### src/rtl/pscl_pkg.sv
`timescale 1ns/1ps
package pscl_pkg;

  localparam int REG_W    = 8;
  localparam int HOLD_BIT = 7;
  localparam int CLR_BIT  = 0;
  localparam int SEL_W    = 3;
  localparam int NUM_TAPS = 4;

  typedef enum logic [SEL_W-1:0] {
    SRC_STOP   = 3'd0,
    SRC_SYSCLK = 3'd1,
    SRC_DIV_A  = 3'd2,
    SRC_DIV_B  = 3'd3,
    SRC_DIV_C  = 3'd4,
    SRC_DIV_D  = 3'd5,
    SRC_EXT_FALL = 3'd6,
    SRC_EXT_RISE = 3'd7
  } srcSel_e;

  // Strobes from control to datapath
  typedef struct packed {
    logic dividerClear;   // clear divider to zero this cycle
    logic enableBlock;    // suppress every count enable this cycle
  } ctrlStrobe_t;

endpackage

### src/rtl/pscl_ctrl.sv
`timescale 1ns/1ps
module pscl_ctrl
  import pscl_pkg::*;
#(
  parameter int HOLD_POS = HOLD_BIT,
  parameter int CLR_POS  = CLR_BIT
) (
  input  logic             clk,
  input  logic             rstN,
  input  logic             regWrEn,
  input  logic [REG_W-1:0] regWrData,
  output logic [REG_W-1:0] regRdData,
  output ctrlStrobe_t      strobe
);

  localparam logic [REG_W-1:0] WR_MASK = (REG_W'(1) << HOLD_POS) | (REG_W'(1) << CLR_POS);

  logic [REG_W-1:0] ctrlReg;
  logic             holdOn;
  logic             clrOn;

  assign holdOn = ctrlReg[HOLD_POS];
  assign clrOn  = ctrlReg[CLR_POS];

  always_ff @(posedge clk or negedge rstN) begin
    if (!rstN) begin
      ctrlReg <= '0;
    end else if (regWrEn) begin
      ctrlReg <= regWrData & WR_MASK;
    end else if (!holdOn && clrOn) begin
      // self-clearing when not held
      ctrlReg[CLR_POS] <= 1'b0;
    end
  end

  assign regRdData           = ctrlReg;
  assign strobe.dividerClear = clrOn;
  assign strobe.enableBlock  = clrOn;

endmodule

### src/rtl/pscl_datapath.sv
`timescale 1ns/1ps
module pscl_datapath
  import pscl_pkg::*;
#(
  parameter int CNT_W       = 10,
  parameter int SYNC_STAGES = 2,
  parameter int TAP_LOG [NUM_TAPS] = '{3, 6, 8, 10}
) (
  input  logic             clk,
  input  logic             rstN,
  input  ctrlStrobe_t      strobe,
  input  logic [SEL_W-1:0] clkSel,
  input  logic             extClkPin,
  output logic             countEn
);

  localparam int CHAIN_W = SYNC_STAGES + 1;

  logic [CNT_W-1:0]    divCnt;
  logic [NUM_TAPS-1:0] tapTick;
  logic [CHAIN_W-1:0]  syncChain;
  logic                syncNow;
  logic                syncPrev;
  logic                extRise;
  logic                extFall;
  logic                rawEn;

  // free-running divider
  always_ff @(posedge clk or negedge rstN) begin
    if (!rstN)                    divCnt <= '0;
    else if (strobe.dividerClear) divCnt <= '0;
    else                          divCnt <= divCnt + 1'b1;
  end

  // one comparator per tap: all bits below the tap are ones
  for (genvar t = 0; t < NUM_TAPS; t++) begin : g_tap
    if (TAP_LOG[t] > CNT_W || TAP_LOG[t] < 1) begin : g_bad
      initial $error("tap %0d out of divider range", t);
      assign tapTick[t] = 1'b0;
    end else begin : g_ok
      assign tapTick[t] = &divCnt[TAP_LOG[t]-1:0];
    end
  end

  // synchronizer plus one comparison stage
  always_ff @(posedge clk or negedge rstN) begin
    if (!rstN) syncChain <= '0;
    else       syncChain <= {syncChain[CHAIN_W-2:0], extClkPin};
  end

  assign syncNow  = syncChain[SYNC_STAGES-1];
  assign syncPrev = syncChain[SYNC_STAGES];
  assign extRise  = syncNow & ~syncPrev;
  assign extFall  = ~syncNow & syncPrev;

  always_comb begin
    unique case (srcSel_e'(clkSel))
      SRC_STOP:     rawEn = 1'b0;
      SRC_SYSCLK:   rawEn = 1'b1;
      SRC_DIV_A:    rawEn = tapTick[0];
      SRC_DIV_B:    rawEn = tapTick[1];
      SRC_DIV_C:    rawEn = tapTick[2];
      SRC_DIV_D:    rawEn = tapTick[3];
      SRC_EXT_FALL: rawEn = extFall;
      SRC_EXT_RISE: rawEn = extRise;
      default:      rawEn = 1'b0;
    endcase
  end

  assign countEn = rawEn & ~strobe.enableBlock;

endmodule

### src/rtl/pscl_top.sv
`timescale 1ns/1ps
module pscl_top
  import pscl_pkg::*;
#(
  parameter int CNT_W       = 10,
  parameter int SYNC_STAGES = 2
) (
  input  logic             clk,
  input  logic             rstN,
  input  logic             regWrEn,
  input  logic [REG_W-1:0] regWrData,
  output logic [REG_W-1:0] regRdData,
  input  logic [SEL_W-1:0] clkSel,
  input  logic             extClkPin,
  output logic             countEn
);

  ctrlStrobe_t strobe;

  pscl_ctrl i_ctrl (
    .clk       (clk),
    .rstN      (rstN),
    .regWrEn   (regWrEn),
    .regWrData (regWrData),
    .regRdData (regRdData),
    .strobe    (strobe)
  );

  pscl_datapath #(
    .CNT_W       (CNT_W),
    .SYNC_STAGES (SYNC_STAGES)
  ) i_dp (
    .clk       (clk),
    .rstN      (rstN),
    .strobe    (strobe),
    .clkSel    (clkSel),
    .extClkPin (extClkPin),
    .countEn   (countEn)
  );

endmodule

### config.mk
export PLATFORM = sky130hd
export DESIGN_NAME = pscl_top
export DESIGN_NICKNAME = d
export VERILOG_FILES = /design/src/rtl/pscl_pkg.sv /design/src/rtl/pscl_ctrl.sv /design/src/rtl/pscl_datapath.sv /design/src/rtl/pscl_top.sv
export SDC_FILE = /design/constraint.sdc
export NUM_CORES = 1
export LEC_CHECK = 0
export ABC_AREA = 1
export BUFFER_PORTS_ARGS = -buffer_cell sky130_fd_sc_hd__buf_2
export CAP_MARGIN = 20
export CORE_MARGIN = 3
export CORE_UTILIZATION = 52
export DETAILED_ROUTE_END_ITERATION = 7
export PLACE_DENSITY = 0.81
export RECOVER_POWER = 100
export SLEW_MARGIN = 20
export SYNTH_ARGS = -nofsm -noshare
export SYNTH_HDL_FRONTEND = slang
export SYNTH_SLANG_ARGS = --single-unit
### constraint.sdc
create_clock -name clk -period 3.9 [get_ports clk]
set_input_delay 0.585 -clock clk [delete_from_list [all_inputs] [get_ports clk]]
set_output_delay 0.585 -clock clk [all_outputs]
set_load 0.01 [all_outputs]
==> key figures <==
Global routing
  • Vias in the first global route: 586
  • Tot GR Track Use: 16.7%
  • Initial antenna violation count: 0
  • Grt ovf: 0
  • Largest net degree at the start of global routing: 16
  • First-pass GRT wire length: 2370 microns

Synth
  • Cell count after synthesis: 94
  • Xor/xnor share of the synthesized area: 0%
  • Mux contribution to synthesized area: 0%
  • Synthesis Warnings: 0
  • Flops & latches, synth: 15
  • Compound-gate portion of the synthesized area: 10.6%
  • Count of cell types in the netlist: 21
  • Largest family of logic cells by synthesized area: simple AND/OR/NAND/NOR gates
  • Sequential area share after synthesis: 46.9%
  • Post-Synth Simple-Gate Area: 27.5%
  • Mapped Avg Cell Area: 8.51 sq um
  • Synth Area in Adders: 3.13%
  • Mapped Area: 800 sq um

Pwr
  • Pwr Density: 388 nW/um^2
  • Leakage: 0.442 nW
  • Clk network pwr share: 27.4%
  • Peak supply drop: 0.000331 V
  • Sw frac: 29.6%
  • P_int: 0.230 mW
  • Combinational power share: 16.1%
  • Sequential share of power: 56.6%
  • P_sw: 0.0966 mW

Timing
  • Worst slew margin: 47.6%
  • Setup_tns: 0 ns
  • Slew at the pin with the worst max-slew slack: 0.786 ns
  • Fmax: 0.424 GHz
  • Fin crit share: 60.5%
  • RSZ-0062 raised after global routing: no
  • Min Tclk post-route: 2.36 ns
  • Final setup fails: 0
  • Max Clock Skew: 0.00354 ns
  • Pins Over Slew Limit: 0
  • Final Hold Vio Count: 0

Place
  • Post-Place Cells: 119
  • Dpl cell area: 847 sq um
  • Half-perimeter wire length after placement: 1010 microns
  • Placer's final routability congestion estimate: 0.822
  • I/O Buffers: 11

Finish
  • Ant. Diodes: 0
  • # fillers: 130
  • Final net count: 126
  • Synth-to-Final Area Change: 5.16%
  • Non-Filler Instances: 123
  • Layout cells sized above 1: 14.8%
  • Post-Layout Inst Area: 841 sq um

Status
  • Status: completed

Clocking
  • H-tree depth: 1
  • Clock root buffer: clkbuf_4
  • CTS max path bufs: 2
  • Number of buffers added for setup after CTS: 0
  • PostCTS Resize Cnt: 0
  • CTS Hold Buffers Added: 0
  • CTS clk-pin slew, worst paths: 0.09 ns
  • Num Clock Sinks: 15
  • Clk_lat worst skew: 0.29 ns
  • CTS tree: built
  • Num CTS Buffers: 3

Routing
  • DRC viols: 0
  • Routed vias: 626
  • Wire per inst: 10.7 microns
  • Post-route ant nets: 0
  • Pre-antenna DRT Iters: 4
  • Post-Route WL: 1310 microns
  • Iteration-0 DRC Markers: 9
  • Vias per inst: 5.09

Floorplanning
  • Die Y: 45.2 microns
  • Die Width: 45.2 microns
  • Die area: 2040 sq um
  • Starting Density: 58.5%
  • Num ports: 24
  • Cell Rows: 13
  • Core Box Area: 1370 sq um

Critical path
  • Crit Path Category: reg2out
  • CP Data Arrival Time: 1.78 ns
  • Crit. End Element: output pin
  • Startpoint types: flop
  • CP Max Fanout: 5
  • Critical Path RT: 3.31 ns

Job
  • Max-cap violations: 0

Min path
  • Min-Delay Path Class: in2async
synthesized netlist by cell type:
master / count / area (sq um)
inv_2: 1 / 3.75
nor2_2: 1 / 6.26
a21oi_1: 5 / 25.0
o21ai_0: 4 / 20.0
nand4_1: 1 / 6.26
nand3b_1: 1 / 7.51
nor2_4: 3 / 33.8
dfrtp_1: 15 / 375
buf_4: 6 / 45.0
o21bai_1: 2 / 15.0
inv_1: 11 / 41.3
a21oi_2: 1 / 8.76
conb_1: 1 / 3.75
nand3_1: 2 / 10.0
o21ai_1: 1 / 5.00
nand2_2: 1 / 6.26
nor2_1: 14 / 52.6
o21bai_2: 1 / 11.3
ha_1: 2 / 25.0
nand3_2: 3 / 30.0
nand2_1: 18 / 67.6
logic make-up (layout without fill, tap and decap cells):
kind of cell | Yosys count | after routing
AOI/OAI and AO/OA | 14 | 14
buffers and inverters | 18 | 27
DFF | 15 | 15
other | 1 | 6
and+or+nand+nor | 44 | 44
adders and majority gates | 2 | 2
area by class of cell:
type                       count  area [sq um]  share of cell area (%)
tap                           15          18.8                    2.23
timing repair buffer          11          48.8                    5.80
clock inverter                 1          5.00                   0.595
sequential                    15           375                    44.6
inverter                      12          45.0                    5.36
clock buffer                   3          22.5                    2.68
multi-input combinational     66           325                    38.7
power by group through the flow:
stage	logic, mW	clock network [mW]	registers (mW)
2_1_floorplan	0.0448	0	0.188
3_3_place_gp	0.0555	0	0.189
3_5_place_dp	0.0584	0	0.190
4_1_cts	0.0590	0.0912	0.186
5_1_grt	0.0642	0.101	0.188
6_report	0.0525	0.0893	0.185
stage by stage:
stage / hold slack, ns / total power, mW / util [%] / setup WS (ns)
after floorplan: 0.289 / 0.233 / - / 2.12
after global placement: 0.332 / 0.244 / 62.0 / 1.96
after detailed placement: 0.335 / 0.248 / 62.0 / 1.92
after CTS: 0.191 / 0.337 / 64.0 / 1.60
after global routing: 0.367 / 0.353 / 61.5 / 1.36
final: 0.340 / 0.326 / 61.5 / 1.54
routing by layer:
layer	wire length, microns	track usage, %	part of all wire, %
met2	615	27.4	47
met4	37	10.5	2.8
met1	545	19.6	41
met5	0	0	0
met3	115	3.59	8.8
placed cells by master (no fill, tap or decap), types with 2 or more instances in the layout:
| master | synthesis | routed |
|---|---|---|
| ha_1 | 2 | 2 |
| dfrtp_1 | 15 | 15 |
| buf_2 | 0 | 6 |
| o21ai_0 | 4 | 4 |
| clkbuf_4 | 0 | 3 |
| o21bai_1 | 2 | 2 |
| nand3_1 | 2 | 4 |
| nor2_1 | 14 | 17 |
| nand2_1 | 18 | 18 |
| conb_1 | 1 | 6 |
| a21oi_1 | 5 | 5 |
| clkbuf_1 | 0 | 5 |
| inv_1 | 11 | 11 |
critical path: stages, from the launching register on:
cell and delay, ns:
dfrtp_1 0.37, ha_1 0.21, nand2_1 0.07, nor2_1 0.28, nand3_2 0.13, nor2_1 0.11, nor2_1 0.06, a21oi_2 0.10
clkbuf_1 0.16
sequential cells by signal, summed over array words and instances, names as in the netlist:
register / cells
i_ctrl.regRdData: 2
i_dp.syncChain: 3
i_dp.divCnt: 10
path summary, 6_finish.rpt:
path                                             start                           to  cells past startpoint  slack (ns)
max in group asynchronous                         rstN  i_dp.syncChain[0]$_DFF_PN0_                      1        3.07
max reg2reg                   i_dp.divCnt[0]$_DFF_PN0_     i_dp.divCnt[4]$_DFF_PN0_                      5        2.62
min in group clk           i_dp.syncChain[0]$_DFF_PN0_  i_dp.syncChain[1]$_DFF_PN0_                      0        0.35
min reg2reg                i_dp.syncChain[0]$_DFF_PN0_  i_dp.syncChain[1]$_DFF_PN0_                      0        0.35
max                           i_dp.divCnt[0]$_DFF_PN0_                      countEn                      8        1.54
min                                               rstN     i_dp.divCnt[9]$_DFF_PN0_                      1        0.34
Power figures use the tool's default switching activity.
